==> src/rtl/cart_bank_pkg.sv <==
`timescale 1ns/1ps
package cart_bank_pkg;
  localparam int ROM_PAGE_W = 14;
  localparam int RAM_PAGE_W = 13;
  localparam int SEL_W      = 4;

  localparam logic [7:0] EN_ON_VAL   = 8'h0A;
  localparam logic [7:0] EN_OFF_VAL  = 8'h00;
  localparam logic [7:0] CLK_SEL_MIN = 8'h08;
  localparam logic [7:0] CLK_SEL_MAX = 8'h0C;
  localparam logic [7:0] OPEN_BUS    = 8'hFF;
  localparam logic [7:0] CLK_RDATA   = 8'h00;

  typedef enum logic [1:0] {
    RG_ROM0 = 2'd0,
    RG_ROMX = 2'd1,
    RG_WIN  = 2'd2,
    RG_NONE = 2'd3
  } region_e;

  typedef enum logic [1:0] {
    CT_ENABLE  = 2'd0,
    CT_ROMBANK = 2'd1,
    CT_SEL     = 2'd2,
    CT_LATCH   = 2'd3
  } ctl_e;

  function automatic region_e region_of(input logic [2:0] top3);
    case (top3)
      3'b000, 3'b001: region_of = RG_ROM0;
      3'b010, 3'b011: region_of = RG_ROMX;
      3'b101:         region_of = RG_WIN;
      default:        region_of = RG_NONE;
    endcase
  endfunction
endpackage

==> src/rtl/cart_bank_regs.sv <==
`timescale 1ns/1ps
module cart_bank_regs
  import cart_bank_pkg::*;
#(
  parameter int ROM_BANK_W = 7,
  parameter int RAM_BANK_W = 2
) (
  input  logic                  clk_i,
  input  logic                  rst_ni,
  input  logic                  wr_i,
  input  logic [2:0]            addr_top_i,
  input  logic [7:0]            wdata_i,
  output logic [ROM_BANK_W-1:0] rom_bank_o,
  output logic [SEL_W-1:0]      sel_o,
  output logic                  win_en_o,
  output logic                  latch_pulse_o,
  output logic                  reg_inval_o
);
  localparam logic [7:0] RAM_SEL_LIM = 8'(1 << RAM_BANK_W);

  logic                  ctl_hit;
  ctl_e                  ctl;
  logic                  sel_ok;
  logic                  latch_ok;
  logic                  en_known;
  logic [ROM_BANK_W-1:0] rom_bank_q;
  logic [SEL_W-1:0]      sel_q;
  logic                  win_en_q;
  logic                  armed_q;
  logic                  pulse_q;

  assign ctl_hit  = wr_i && !addr_top_i[2];
  assign ctl      = ctl_e'(addr_top_i[1:0]);
  assign sel_ok   = (wdata_i < RAM_SEL_LIM) ||
                    (wdata_i >= CLK_SEL_MIN && wdata_i <= CLK_SEL_MAX);
  assign latch_ok = (wdata_i[7:1] == 7'd0);
  assign en_known = (wdata_i == EN_ON_VAL) || (wdata_i == EN_OFF_VAL);

  always_ff @(posedge clk_i or negedge rst_ni) begin
    if (!rst_ni) begin
      rom_bank_q <= ROM_BANK_W'(1);
      sel_q      <= '0;
      win_en_q   <= 1'b0;
      armed_q    <= 1'b0;
      pulse_q    <= 1'b0;
    end else begin
      pulse_q <= 1'b0;
      if (ctl_hit) begin
        case (ctl)
          CT_ENABLE: begin
            if (wdata_i == EN_ON_VAL)       win_en_q <= 1'b1;
            else if (wdata_i == EN_OFF_VAL) win_en_q <= 1'b0;
          end
          CT_ROMBANK: rom_bank_q <= wdata_i[ROM_BANK_W-1:0];
          CT_SEL: if (sel_ok) sel_q <= wdata_i[SEL_W-1:0];
          CT_LATCH: if (latch_ok) begin
            armed_q <= !wdata_i[0];
            pulse_q <= wdata_i[0] && armed_q;
          end
          default: ;
        endcase
      end
    end
  end

  assign reg_inval_o   = ctl_hit && (((ctl == CT_SEL) && !sel_ok) ||
                                     ((ctl == CT_LATCH) && !latch_ok));
  assign rom_bank_o    = rom_bank_q;
  assign sel_o         = sel_q;
  assign win_en_o      = win_en_q;
  assign latch_pulse_o = pulse_q;

  AST_ROM_BANK_LOAD: assert property (@(posedge clk_i) disable iff (!rst_ni)
    (wr_i && addr_top_i == 3'b001) |=> rom_bank_q == $past(wdata_i[ROM_BANK_W-1:0]));
  AST_EN_KEEP: assert property (@(posedge clk_i) disable iff (!rst_ni)
    (wr_i && addr_top_i == 3'b000 && !en_known) |=> win_en_q == $past(win_en_q));
  AST_SEL_KEEP: assert property (@(posedge clk_i) disable iff (!rst_ni)
    (wr_i && addr_top_i == 3'b010 && !sel_ok) |=> sel_q == $past(sel_q));
  AST_SEL_LEGAL: assert property (@(posedge clk_i) disable iff (!rst_ni)
    (sel_q < SEL_W'(RAM_SEL_LIM)) || (sel_q >= 4'h8 && sel_q <= 4'hC));
  AST_PULSE_SINGLE: assert property (@(posedge clk_i) disable iff (!rst_ni)
    pulse_q |=> !pulse_q);
  AST_PULSE_CAUSE: assert property (@(posedge clk_i) disable iff (!rst_ni)
    $rose(pulse_q) |-> $past(wr_i && addr_top_i == 3'b011 && wdata_i == 8'h01));
endmodule

==> src/rtl/cart_bank_map.sv <==
`timescale 1ns/1ps
module cart_bank_map
  import cart_bank_pkg::*;
#(
  parameter int ROM_BANK_W = 7,
  parameter int RAM_BANK_W = 2,
  localparam int ROM_ADDR_W = ROM_PAGE_W + ROM_BANK_W,
  localparam int RAM_ADDR_W = RAM_PAGE_W + RAM_BANK_W
) (
  input  logic                  clk_i,
  input  logic                  rst_ni,
  input  logic [15:0]           addr_i,
  input  logic                  rd_i,
  input  logic                  wr_i,
  input  logic [ROM_BANK_W-1:0] rom_bank_i,
  input  logic [SEL_W-1:0]      sel_i,
  input  logic                  win_en_i,
  input  logic [7:0]            rom_data_i,
  input  logic [7:0]            ram_data_i,
  output logic [7:0]            rdata_o,
  output logic [ROM_ADDR_W-1:0] rom_addr_o,
  output logic                  rom_cs_o,
  output logic [RAM_ADDR_W-1:0] ram_addr_o,
  output logic                  ram_cs_o,
  output logic                  ram_we_o,
  output logic                  clk_sel_o,
  output logic [2:0]            clk_idx_o,
  output logic                  map_inval_o
);
  region_e region;
  logic    strobe;
  logic    win_hit;
  logic    sel_is_clk;

  assign region     = region_of(addr_i[15:13]);
  assign strobe     = rd_i || wr_i;
  assign win_hit    = strobe && (region == RG_WIN) && win_en_i;
  assign sel_is_clk = sel_i[SEL_W-1];

  always_comb begin
    rom_addr_o = '0;
    rom_addr_o[ROM_PAGE_W-1:0] = addr_i[ROM_PAGE_W-1:0];
    if (region == RG_ROMX) rom_addr_o[ROM_ADDR_W-1:ROM_PAGE_W] = rom_bank_i;
  end

  assign ram_addr_o  = {sel_i[RAM_BANK_W-1:0], addr_i[RAM_PAGE_W-1:0]};
  assign clk_idx_o   = sel_i[2:0];
  assign rom_cs_o    = rd_i && ((region == RG_ROM0) || (region == RG_ROMX));
  assign ram_cs_o    = win_hit && !sel_is_clk;
  assign ram_we_o    = ram_cs_o && wr_i;
  assign clk_sel_o   = win_hit && sel_is_clk;
  assign map_inval_o = strobe && (region == RG_NONE);

  always_comb begin
    unique case (region)
      RG_ROM0, RG_ROMX: rdata_o = rom_data_i;
      RG_WIN: begin
        if (!win_en_i)       rdata_o = OPEN_BUS;
        else if (sel_is_clk) rdata_o = CLK_RDATA;
        else                 rdata_o = ram_data_i;
      end
      default: rdata_o = OPEN_BUS;
    endcase
  end

  AST_CS_EXCL: assert property (@(posedge clk_i) disable iff (!rst_ni)
    $onehot0({rom_cs_o, ram_cs_o, clk_sel_o}));
  AST_WIN_OFF_QUIET: assert property (@(posedge clk_i) disable iff (!rst_ni)
    !win_en_i |-> !ram_cs_o && !ram_we_o && !clk_sel_o);
  AST_ROM_NO_WRITE: assert property (@(posedge clk_i) disable iff (!rst_ni)
    (wr_i && !rd_i) |-> !rom_cs_o);
  AST_HOLE_NO_CS: assert property (@(posedge clk_i) disable iff (!rst_ni)
    map_inval_o |-> !rom_cs_o && !ram_cs_o && !clk_sel_o && rdata_o == 8'hFF);
endmodule

==> src/rtl/cart_bank_ctrl.sv <==
`timescale 1ns/1ps
module cart_bank_ctrl
  import cart_bank_pkg::*;
#(
  parameter int ROM_BANK_W = 7,
  parameter int RAM_BANK_W = 2,
  localparam int ROM_ADDR_W = ROM_PAGE_W + ROM_BANK_W,
  localparam int RAM_ADDR_W = RAM_PAGE_W + RAM_BANK_W
) (
  input  logic                  clk_i,
  input  logic                  rst_ni,
  input  logic [15:0]           addr_i,
  input  logic [7:0]            wdata_i,
  input  logic                  rd_i,
  input  logic                  wr_i,
  input  logic [7:0]            rom_data_i,
  input  logic [7:0]            ram_data_i,
  output logic [7:0]            cpu_rdata_o,
  output logic [ROM_ADDR_W-1:0] rom_addr_o,
  output logic                  rom_cs_o,
  output logic [RAM_ADDR_W-1:0] ram_addr_o,
  output logic                  ram_cs_o,
  output logic                  ram_we_o,
  output logic                  clk_sel_o,
  output logic [2:0]            clk_idx_o,
  output logic                  latch_pulse_o,
  output logic                  invalid_o
);
  logic [ROM_BANK_W-1:0] rom_bank;
  logic [SEL_W-1:0]      sel;
  logic                  win_en;
  logic                  reg_inval;
  logic                  map_inval;

  cart_bank_regs #(.ROM_BANK_W(ROM_BANK_W), .RAM_BANK_W(RAM_BANK_W)) u_regs (
    .clk_i         (clk_i),
    .rst_ni        (rst_ni),
    .wr_i          (wr_i),
    .addr_top_i    (addr_i[15:13]),
    .wdata_i       (wdata_i),
    .rom_bank_o    (rom_bank),
    .sel_o         (sel),
    .win_en_o      (win_en),
    .latch_pulse_o (latch_pulse_o),
    .reg_inval_o   (reg_inval)
  );

  cart_bank_map #(.ROM_BANK_W(ROM_BANK_W), .RAM_BANK_W(RAM_BANK_W)) u_map (
    .clk_i       (clk_i),
    .rst_ni      (rst_ni),
    .addr_i      (addr_i),
    .rd_i        (rd_i),
    .wr_i        (wr_i),
    .rom_bank_i  (rom_bank),
    .sel_i       (sel),
    .win_en_i    (win_en),
    .rom_data_i  (rom_data_i),
    .ram_data_i  (ram_data_i),
    .rdata_o     (cpu_rdata_o),
    .rom_addr_o  (rom_addr_o),
    .rom_cs_o    (rom_cs_o),
    .ram_addr_o  (ram_addr_o),
    .ram_cs_o    (ram_cs_o),
    .ram_we_o    (ram_we_o),
    .clk_sel_o   (clk_sel_o),
    .clk_idx_o   (clk_idx_o),
    .map_inval_o (map_inval)
  );

  assign invalid_o = reg_inval || map_inval;

  AST_ROM0_FIXED: assert property (@(posedge clk_i) disable iff (!rst_ni)
    (rd_i && addr_i[15:14] == 2'b00) |-> rom_addr_o == ROM_ADDR_W'(addr_i));
  AST_ROMX_BANK: assert property (@(posedge clk_i) disable iff (!rst_ni)
    (rd_i && addr_i[15:14] == 2'b01) |-> rom_addr_o[ROM_ADDR_W-1:ROM_PAGE_W] == rom_bank);
  AST_IDLE_VALID: assert property (@(posedge clk_i) disable iff (!rst_ni)
    (!rd_i && !wr_i) |-> !invalid_o);
endmodule

==> config.mk <==
export PLATFORM = sky130hd
export DESIGN_NAME = cart_bank_ctrl
export DESIGN_NICKNAME = d
export VERILOG_FILES = /design/src/rtl/cart_bank_pkg.sv /design/src/rtl/cart_bank_regs.sv /design/src/rtl/cart_bank_map.sv /design/src/rtl/cart_bank_ctrl.sv
export SDC_FILE = /design/constraint.sdc
export NUM_CORES = 1
export LEC_CHECK = 0
export ABC_AREA = 1
export BUFFER_PORTS_ARGS = -buffer_cell sky130_fd_sc_hd__buf_2
export CAP_MARGIN = 20
export CORE_MARGIN = 3
export CORE_UTILIZATION = 38
export DETAILED_ROUTE_END_ITERATION = 7
export PLACE_DENSITY = 0.83
export SKIP_CTS_REPAIR_TIMING = 1
export SYNTH_ARGS = -nofsm -noshare
export SYNTH_HDL_FRONTEND = slang
export SYNTH_SLANG_ARGS = --single-unit
==> constraint.sdc <==
create_clock -name clk_i -period 1.2 [get_ports clk_i]
set_clock_uncertainty 0.05 [all_clocks]
set_input_delay 0.24 -clock clk_i [delete_from_list [all_inputs] [get_ports clk_i]]
set_output_delay 0.24 -clock clk_i [all_outputs]
set_load 0.02 [all_outputs]
==> results of run 1 <==
worst max-delay path, delay by kind of cell, from the launching register on:
kind            cells  cell delay, ns
compound gates      1            0.15
buf+inv             2            0.28
flops               1            0.46
simple gates        1            0.08
worst max-delay path by stage:
stage                    startpoint              to  slack [ns]
floorplan                addr_i[13]        ram_we_o       -0.08
global placement         addr_i[13]        ram_we_o       -0.23
finish              u_regs.sel_o[3]  cpu_rdata_o[3]       -0.34
detailed placement       addr_i[13]        ram_we_o       -0.24
CTS                 u_regs.win_en_o  cpu_rdata_o[7]       -0.38
global route        u_regs.win_en_o  cpu_rdata_o[7]       -0.40
layout by cell type, fill, tap and decap left out, types with 6 or more instances in the layout:
master    n
a21oi_2   7
buf_4    30
nand3_1   6
nor2_1   20
nor2_4    7
buf_2    32
inv_1    10
dfrtp_1  12
buf_6    19
nand2_1  35
inv_2     8
final cells by class:
class                   count  area (um2)
clock buffers               4        36.3
fillers                   230        1070
inverters                  20        91.3
multi-input cells          99         557
flip-flops and latches     14         353
well taps                  31        38.8
repair buffers             83         624
repair inverters            1        7.51
stage by stage:
step | hold slack [ns] | std cells
after global routing | 0.201 | 252
final | 0.184 | 252
after CTS | -0.207 | 249
after detailed placement | 0.103 | 245
after global placement | 0.0989 | 245
after floorplan | -0.106 | 168
kinds of logic (layout without fill, tap and decap cells):
group	after synthesis	in the layout	share of synthesized area (%)
and+or+nand+nor	82	82	30.3
buffers and inverters	55	108	30.4
AOI/OAI and AO/OA	17	17	7.85
DFF	14	14	31.5
report_power, final:
| group | internal, mW | switching [mW] | leakage, nW |
|---|---|---|---|
| clock network | 0.184 | 0.146 | 0.0210 |
| logic | 0.229 | 0.262 | 0.735 |
| registers | 0.528 | 0.0287 | 0.175 |
state kept, by name, indices dropped and copies added (netlist names):
register and count:
u_regs.win_en_o 1, u_regs.latch_pulse_o 1, u_regs.sel_o 4, u_regs.rom_bank_o 7, u_regs.armed_q 1
metal layers:
metal,part of all wire (%),vias to the layer above,GRT usage (%)
li1,-,593,-
met4,0,0,4.75
met1,40,517,14.9
met2,52,38,25.0
met5,0,-,0
met3,7.9,0,3.24
==> summary.txt, run 1 <==
==================================================================================================
Status                                                                                complete, but fails checks
Violations in the final reports                                                       negative setup slack
Number of sinks driven by the clock tree                                                        14
Reg2Reg Setup Slack                                                                        0.34 ns
Share of flip-flops with an asynchronous set or reset                                         100%
Peak fanout along the critical path                                                              5
Total overflow reported by the global router                                                     0
Die Y-Extent                                                                               60.2 um
Routed WL                                                                                  2770 um
Clock root buffer                                                                         clkbuf_4
Total routing resource utilization after global routing                                      13.6%
Post-route core utilization                                                                  61.4%
Initial Util                                                                                 40.1%
Leading cell types by count after synthesis                                           nand2_1, buf_4, nor2_1, inv_1, dfrtp_1
# H-tree levels                                                                                  1
Endpoint with the worst hold slack                                                    u_regs.rom_bank_o[4]
First-pass GRT wire length                                                                 3720 um
RSZ-0062 raised after global routing                                                          true
Clock latency at the later pin of the worst-skew pair                                      0.27 ns
Placeable core area                                                                    0.00278 mm2
Final hold viol count                                                                            0
Start of the worst register-to-register path                                          u_regs.sel_o[3]
Pre-Repair DR Iteration Count                                                                    4
Worst relative slew slack                                                                    79.5%
Post-synth top area cell                                                                   dfrtp_1
Post-Synthesis Mean Instance Area                                                         6.64 um2
Vias in the first global route                                                                 978
Req. time, crit path                                                                       0.91 ns
Final period demand of the worst path                                                      1.54 ns
Detailed-route vias per instance                                                              4.56
Synthesis warning total                                                                          0
Main synth FF type                                                                         dfrtp_1
Setup violators final                                                                           13
Sequential fraction of the synthesis area                                                    31.5%
# Max-Cap Violations                                                                             0
P_leak                                                                                    0.931 nW
CTS tree                                                                                     built
# nets final                                                                                   266
Number of buffers on the longest clock path                                                      2
Timing-limited maximum frequency                                                           648 MHz
Pin count of the biggest net entering global routing                                            15
Share of post-route cells with drive strength above 1                                        56.6%
Post-Place Worst Slack                                                                   -0.238 ns
Post-Synthesis Cell Area                                                               0.00112 mm2
Ordered cell list for the critical path                                               clkinvlp_4 -> nand2_1 -> a21oi_2 -> buf_4
Worst reg2reg path endpoint                                                           u_regs.sel_o[3]
Final slew viol count                                                                            0
Delay contributed by the slowest stage of the critical path                                0.46 ns
Number of nets produced by synthesis                                                           212
Beginning of the worst hold path                                                        wdata_i[4]
Standard-cell rows                                                                              19
Tightest Pin Transition                                                                   0.308 ns
Cell count after synthesis                                                                     168
HPWL reported at the end of detailed placement                                             2100 um
Wire length per cell after detailed routing                                                11.0 um
Area of the die                                                                        0.00362 mm2
Flip-flop and latch count after synthesis                                                       14
Chip width                                                                                 60.2 um
Number of antenna violations at the first check in global routing                                0
Share of the synthesized area in the top cell type                                           29.1%
I/O pin count                                                                                   97
Worst hold-check path type                                                                  in2reg
Number of buffers inserted during clock tree synthesis                                           3
Maximum VDD drop                                                                          0.716 mV
Number of enable flip-flop cells after synthesis                                                 0
Remaining design rule violation count                                                            0
Fin Setup TNS                                                                             -3.56 ns
Kind of capture point of the worst setup path                                           output pin
Port Buffers                                                                                    57
1st-iter DRT viols                                                                              28
Antenna viol nets, final                                                                         0
Crit path arrival time                                                                     1.25 ns
Top cells by area in the synthesized netlist                                          dfrtp_1, buf_4, nand2_1
Hold depth                                                                                       3
Final critical-path setup slack                                                          -0.344 ns
Layout-stage area growth over the synthesis result                                           53.0%
Clock transition time at the flip-flop clock pins of the worst setup and hold paths        0.08 ns
Fraction of the cycle the final worst path needs                                              129%
Final non-filler cell area                                                             0.00171 mm2
Number of antenna cells inserted                                                                 0
Critical setup path kind                                                                   reg2out
Last weighted congestion value of the routability-driven placer                              0.816
PwrDens                                                                                 807 mW/mm2
Slowest-stage cell, CP                                                                     dfrtp_2
Via count                                                                                     1148
Instance area after placement                                                          0.00143 mm2
Most frequent cell after synthesis                                                         nand2_1
Overall Power                                                                              1.38 mW
Kind of start point of the critical path                                                      flop
Distinct cell type count of the synthesized netlist                                             21
Depth of the worst register-to-register path                                                     3
==================================================================================================
Note: power is estimated with default switching activity, not from simulation.
==> inputs of run 2 (changes only) <==
--- a/config.mk
+++ b/config.mk
@@ -11,8 +11,9 @@
 export CORE_MARGIN = 3
 export CORE_UTILIZATION = 38
 export DETAILED_ROUTE_END_ITERATION = 7
-export PLACE_DENSITY = 0.83
+export PLACE_DENSITY = 0.8
 export SKIP_CTS_REPAIR_TIMING = 1
+export SKIP_LAST_GASP = 1
 export SYNTH_ARGS = -nofsm -noshare
 export SYNTH_HDL_FRONTEND = slang
 export SYNTH_SLANG_ARGS = --single-unit
==> summary.txt, run 2 (synthesized netlist as in run 1, its figures left out) <==
==================================================================================================
Die Y-Extent                                                                               60.2 um   unchanged
Kind of start point of the critical path                                                      flop   unchanged
Number of buffers on the longest clock path                                                      2   unchanged
Antenna viol nets, final                                                                         0   unchanged
Layout-stage area growth over the synthesis result                                           55.0%   was 53.0%
1st-iter DRT viols                                                                              23   was 28
CTS tree                                                                                     built   unchanged
Req. time, crit path                                                                       0.91 ns   about the same
Commonest cells after routing, fill and taps aside                                    nand2_1, buf_4, buf_2   was nand2_1, buf_2, buf_4
Standard-cell rows                                                                              19   unchanged
Start of the worst register-to-register path                                          u_regs.win_en_o   was u_regs.sel_o[3]
Internal power consumption                                                                0.950 mW   was 0.942 mW
Post-route core utilization                                                                  62.2%   was 61.4%
Overall Power                                                                              1.40 mW   was 1.38 mW
Via count                                                                                     1117   was 1148
Port Buffers                                                                                    57   unchanged
Crit path arrival time                                                                     1.26 ns   was 1.25 ns
Most common cell after layout, fill and taps aside                                         nand2_1   unchanged
Area of combinational cells with multiple inputs                                           562 um2   was 557 um2
Psw                                                                                       0.449 mW   was 0.436 mW
Number of antenna violations at the first check in global routing                                0   unchanged
Worst hold-check path type                                                                  in2reg   unchanged
Last weighted congestion value of the routability-driven placer                              0.827   was 0.816
Remaining design rule violation count                                                            0   unchanged
Clock latency at the later pin of the worst-skew pair                                      0.27 ns   about the same
Placeable core area                                                                    0.00278 mm2   unchanged
Fraction of the cycle the final worst path needs                                              129%   about the same
Kind of capture point of the worst setup path                                           output pin   unchanged
Ordered cell list for the critical path                                               and3_4 -> buf_6 -> a21oi_2 -> buf_4   was clkinvlp_4 -> nand2_1 -> a21oi_2 -> buf_4
# Max-Cap Violations                                                                             0   unchanged
Peak fanout along the critical path                                                              4   was 5
RSZ-0062 raised after global routing                                                          true   unchanged
Total routing resource utilization after global routing                                      14.2%   was 13.6%
Final slew viol count                                                                            0   unchanged
Final critical-path setup slack                                                          -0.354 ns   was -0.344 ns
Initial Util                                                                                 40.1%   unchanged
Hold depth                                                                                       3   unchanged
First-pass GRT wire length                                                                 3930 um   was 3720 um
Beginning of the worst hold path                                                        wdata_i[6]   was wdata_i[4]
Clock root buffer                                                                         clkbuf_4   unchanged
Final hold viol count                                                                            0   unchanged
Fin Setup TNS                                                                             -3.75 ns   was -3.56 ns
Detailed-route vias per instance                                                              4.42   was 4.56
Number of sinks driven by the clock tree                                                        14   unchanged
Final period demand of the worst path                                                      1.55 ns   was 1.54 ns
PwrDens                                                                                 809 mW/mm2   was 807 mW/mm2
Vias in the first global route                                                                 979   was 978
Delay contributed by the slowest stage of the critical path                                0.40 ns   was 0.46 ns
Number of antenna cells inserted                                                                 0   unchanged
# H-tree levels                                                                                  1   unchanged
Switching Share                                                                              32.1%   was 31.7%
Chip width                                                                                 60.2 um   unchanged
Number of buffers inserted during clock tree synthesis                                           3   unchanged
I/O pin count                                                                                   97   unchanged
Pin count of the biggest net entering global routing                                            15   unchanged
Share of post-route cells with drive strength above 1                                        56.8%   was 56.6%
HPWL reported at the end of detailed placement                                             2090 um   was 2100 um
Tightest Pin Transition                                                                   0.320 ns   was 0.308 ns
Timing-limited maximum frequency                                                           644 MHz   was 648 MHz
Violations in the final reports                                                       negative setup slack   unchanged
Area of the die                                                                        0.00362 mm2   unchanged
Slowest-stage cell, CP                                                                     dfrtp_1   was dfrtp_2
Depth of the worst register-to-register path                                                     4   was 3
Endpoint with the worst hold slack                                                    u_regs.rom_bank_o[6]   was u_regs.rom_bank_o[4]
Comb pwr share                                                                               35.8%   was 35.6%
P_leak                                                                                    0.944 nW   was 0.931 nW
Final std cells w/o fill                                                                       253   was 252
Fill count                                                                                     233   was 230
Routed WL                                                                                  2820 um   was 2770 um
# nets final                                                                                   267   was 266
Area taken by flip-flops and latches                                                       353 um2   unchanged
Part of the total power dissipated in sequential elements                                    39.7%   was 40.4%
Worst Path Buf+Inv                                                                               2   unchanged
Post-Place Worst Slack                                                                   -0.238 ns   about the same
Clock transition time at the flip-flop clock pins of the worst setup and hold paths        0.09 ns   was 0.08 ns
Worst relative slew slack                                                                    78.7%   was 79.5%
Reg2Reg Setup Slack                                                                        0.29 ns   was 0.34 ns
Crit-path leading delay family                                                          flip-flops   unchanged
Worst reg2reg path endpoint                                                           u_regs.win_en_o   was u_regs.sel_o[3]
Setup violators final                                                                           14   was 13
Number of flip-flops in the largest register                                                     7   unchanged
Proportion of power drawn by the clock network                                               24.5%   was 24.0%
Status                                                                                complete, but fails checks   unchanged
Wire length per cell after detailed routing                                                11.1 um   was 11.0 um
Pre-Repair DR Iteration Count                                                                    4   unchanged
Inst Count DP                                                                                  242   was 245
Critical setup path kind                                                                   reg2out   unchanged
Maximum VDD drop                                                                          0.685 mV   was 0.716 mV
Total overflow reported by the global router                                                     0   unchanged
==================================================================================================
==> run 2: final cells by class <==
cell class	instances	share of cell area, %
inverters	20	5.42
multi-input cells	99	32.5
clock buffers	4	2.10
flip-flops and latches	14	20.4
repair inverters	1	0.434
repair buffers	84	36.9
well taps	31	2.24
==> run 2: per-layer routing <==
metal / vias to the layer above / track usage (%) / share of wire, %
li1: 598 / - / -
met4: 0 / 4.43 / 0.14
met5: - / 0 / 0
met3: 2 / 3.89 / 8.0
met1: 478 / 17.7 / 41
met2: 39 / 23.5 / 51
==> run 2: power by group through the flow <==
stage               Sequential (mW)  Clock [mW]  Combinational, mW
floorplan                     0.556           0              0.354
global placement              0.558           0              0.379
detailed placement            0.559           0              0.389
CTS                           0.550       0.348              0.391
global route                  0.563       0.373              0.549
finish                        0.556       0.343              0.501
==> run 2: through the flow <==
stage | hold slack [ns] | instance area, um2
final | 0.177 | 1730
after global routing | 0.192 | 1730
after CTS | -0.203 | 1450
after detailed placement | 0.102 | 1420
after global placement | 0.0996 | 1420
after floorplan | -0.106 | 1200
==> run 2: how the worst max path moves through the flow <==
stage | from | endpoint | slack [ns] | cells after the start
4_1_cts | u_regs.win_en_o | cpu_rdata_o[1] | -0.41 | 4
3_3_place_gp | addr_i[13] | ram_we_o | -0.23 | 7
3_5_place_dp | addr_i[13] | ram_we_o | -0.24 | 7
6_report | u_regs.win_en_o | cpu_rdata_o[3] | -0.35 | 4
2_1_floorplan | addr_i[13] | ram_we_o | -0.08 | 6
5_1_grt | u_regs.win_en_o | cpu_rdata_o[3] | -0.41 | 4
==> run 2: worst min-delay path, stage by stage <==
cell	delay [ns]
buf_6	0.08
nor2_1	0.04
a21oi_1	0.10
==> inputs of run 3 (changes only) <==
--- a/config.mk
+++ b/config.mk
@@ -12,8 +12,10 @@
 export CORE_UTILIZATION = 38
 export DETAILED_ROUTE_END_ITERATION = 7
 export PLACE_DENSITY = 0.8
+export RECOVER_POWER = 25
 export SKIP_CTS_REPAIR_TIMING = 1
 export SKIP_LAST_GASP = 1
 export SYNTH_ARGS = -nofsm -noshare
 export SYNTH_HDL_FRONTEND = slang
 export SYNTH_SLANG_ARGS = --single-unit
+export TNS_END_PERCENT = 20
==> summary.txt, run 3 (synthesized netlist as in run 1, its figures left out) <==
==================================================================================================
Violations in the final reports                                                       negative setup slack   unchanged
Number of buffers on the longest clock path                                                      2   unchanged
Internal power consumption                                                                0.887 mW   was 0.950 mW
First-pass GRT wire length                                                                 3930 um   unchanged
Reg2Reg Setup Slack                                                                        0.31 ns   was 0.29 ns
Fill count                                                                                     277   was 233
Beginning of the worst hold path                                                        wdata_i[4]   was wdata_i[6]
Final hold viol count                                                                            0   unchanged
Switching Share                                                                              31.6%   was 32.1%
Fraction of the cycle the final worst path needs                                              127%   was 129%
# Max-Cap Violations                                                                             0   unchanged
Clock transition time at the flip-flop clock pins of the worst setup and hold paths        0.09 ns   about the same
Number of flip-flops in the largest register                                                     7   unchanged
Timing-limited maximum frequency                                                           655 MHz   was 644 MHz
Hold depth                                                                                       3   unchanged
Final non-filler cell area                                                             0.00153 mm2   was 0.00173 mm2
Worst relative slew slack                                                                    79.7%   was 78.7%
Initial Util                                                                                 40.1%   unchanged
Routed WL                                                                                  2640 um   was 2820 um
Share of post-route cells with drive strength above 1                                        47.2%   was 56.8%
Placeable core area                                                                    0.00278 mm2   unchanged
Tightest Pin Transition                                                                   0.302 ns   was 0.320 ns
Detailed-route vias per instance                                                              4.41   was 4.42
Maximum VDD drop                                                                          0.670 mV   was 0.685 mV
Number of sinks driven by the clock tree                                                        14   unchanged
Chip width                                                                                 60.2 um   unchanged
Total overflow reported by the global router                                                     0   unchanged
Depth of the worst register-to-register path                                                     4   unchanged
Critical setup path kind                                                                   reg2out   unchanged
Proportion of power drawn by the clock network                                               26.2%   was 24.5%
Overall Power                                                                              1.30 mW   was 1.40 mW
Delay contributed by the slowest stage of the critical path                                0.39 ns   was 0.40 ns
Area of the die                                                                        0.00362 mm2   unchanged
Psw                                                                                       0.410 mW   was 0.449 mW
Post-Place Worst Slack                                                                   -0.238 ns   unchanged
Number of antenna violations at the first check in global routing                                0   unchanged
Kind of capture point of the worst setup path                                           output pin   unchanged
Endpoint with the worst hold slack                                                    u_regs.rom_bank_o[4]   was u_regs.rom_bank_o[6]
Final critical-path setup slack                                                          -0.327 ns   was -0.354 ns
Clock root buffer                                                                         clkbuf_4   unchanged
Depth of the critical timing path with buffers and inverters included                            4   unchanged
RSZ-0062 raised after global routing                                                          true   unchanged
Layout-stage area growth over the synthesis result                                           36.7%   was 55.0%
Peak fanout along the critical path                                                              4   unchanged
Total routing resource utilization after global routing                                      14.2%   unchanged
Port Buffers                                                                                    57   unchanged
Die Y-Extent                                                                               60.2 um   unchanged
P_leak                                                                                    0.902 nW   was 0.944 nW
Ordered cell list for the critical path                                               and3_4 -> buf_6 -> a21oi_2 -> buf_4   unchanged
CTS tree                                                                                     built   unchanged
Req. time, crit path                                                                       0.91 ns   about the same
Via count                                                                                     1098   was 1117
I/O pin count                                                                                   97   unchanged
Last weighted congestion value of the routability-driven placer                              0.827   unchanged
Number of antenna cells inserted                                                                 0   unchanged
Wire length per cell after detailed routing                                                10.6 um   was 11.1 um
Commonest cells after routing, fill and taps aside                                    buf_2, nand2_1, buf_4   was nand2_1, buf_4, buf_2
Crit-path leading delay family                                                          flip-flops   unchanged
Final period demand of the worst path                                                      1.53 ns   was 1.55 ns
Number of buffers inserted during clock tree synthesis                                           3   unchanged
Start of the worst register-to-register path                                          u_regs.win_en_o   unchanged
Slowest-stage cell, CP                                                                     dfrtp_1   unchanged
Setup violators final                                                                           19   was 14
Standard-cell rows                                                                              19   unchanged
Worst hold-check path type                                                                  in2reg   unchanged
Part of the total power dissipated in sequential elements                                    42.6%   was 39.7%
Pre-Repair DR Iteration Count                                                                    4   unchanged
Remaining design rule violation count                                                            0   unchanged
Worst Path Buf+Inv                                                                               2   unchanged
Antenna viol nets, final                                                                         0   unchanged
Kind of start point of the critical path                                                      flop   unchanged
Vias in the first global route                                                                 979   unchanged
HPWL reported at the end of detailed placement                                             2090 um   unchanged
Final slew viol count                                                                            0   unchanged
Post-route worst hold slack                                                               0.187 ns   was 0.177 ns
# H-tree levels                                                                                  1   unchanged
Crit path arrival time                                                                     1.24 ns   was 1.26 ns
Status                                                                                complete, but fails checks   unchanged
PwrDens                                                                                 850 mW/mm2   was 809 mW/mm2
Comb pwr share                                                                               31.3%   was 35.8%
Most common cell after layout, fill and taps aside                                           buf_2   was nand2_1
Pin count of the biggest net entering global routing                                            15   unchanged
# nets final                                                                                   263   was 267
Worst reg2reg path endpoint                                                           u_regs.win_en_o   unchanged
Clock latency at the later pin of the worst-skew pair                                      0.27 ns   about the same
Instance area after placement                                                          0.00142 mm2   unchanged
1st-iter DRT viols                                                                              16   was 23
==================================================================================================
==> run 3: how the worst max path moves through the flow <==
stage                     from              to
3_5_place_dp        addr_i[13]        ram_we_o
3_3_place_gp        addr_i[13]        ram_we_o
6_report       u_regs.win_en_o  cpu_rdata_o[3]
4_1_cts        u_regs.win_en_o  cpu_rdata_o[1]
2_1_floorplan       addr_i[13]        ram_we_o
5_1_grt        u_regs.sel_o[3]  cpu_rdata_o[3]
==> run 3: cell type report <==
| type | instances | area, um2 | area share (%) |
|---|---|---|---|
| Tap cell | 31 | 38.8 | 2.54 |
| Timing Repair inverter | 1 | 7.51 | 0.492 |
| Inverter | 20 | 91.3 | 5.99 |
| Timing Repair Buffer | 80 | 507 | 33.2 |
| Multi-Input combinational cell | 99 | 492 | 32.2 |
| Clock buffer | 4 | 36.3 | 2.38 |
| Sequential cell | 14 | 353 | 23.1 |
==> run 3: through the flow <==
stage	cells	util (%)	TNS [ns]
3_3_place_gp	242	50.9	-2.40
4_1_cts	246	52.2	-4.48
5_1_grt	249	54.8	-5.02
6_report	249	54.8	-3.89
3_5_place_dp	242	50.9	-2.83
2_1_floorplan	168	-	-0.135
==> run 3: worst register-to-register path, delay by kind of cell (launching register included) <==
kind                   cells  cell delay (ns)
buffers and inverters      2             0.26
DFF                        1             0.39
and+or+nand+nor            2             0.09
==> run 3: power by group through the flow <==
stage	registers (mW)	clock network [mW]	logic, mW
after floorplan	0.556	0	0.354
after global placement	0.558	0	0.379
after detailed placement	0.559	0	0.389
after CTS	0.550	0.348	0.391
after global routing	0.560	0.373	0.453
final	0.552	0.340	0.405
==> run 3: metal layers <==
layer  up-vias  wire, um  GRT usage, %
met4         0         4          4.43
met3         2       240          3.89
li1        582         -             -
met2        43      1330          23.5
met1       471      1070          17.7
met5         -         0             0
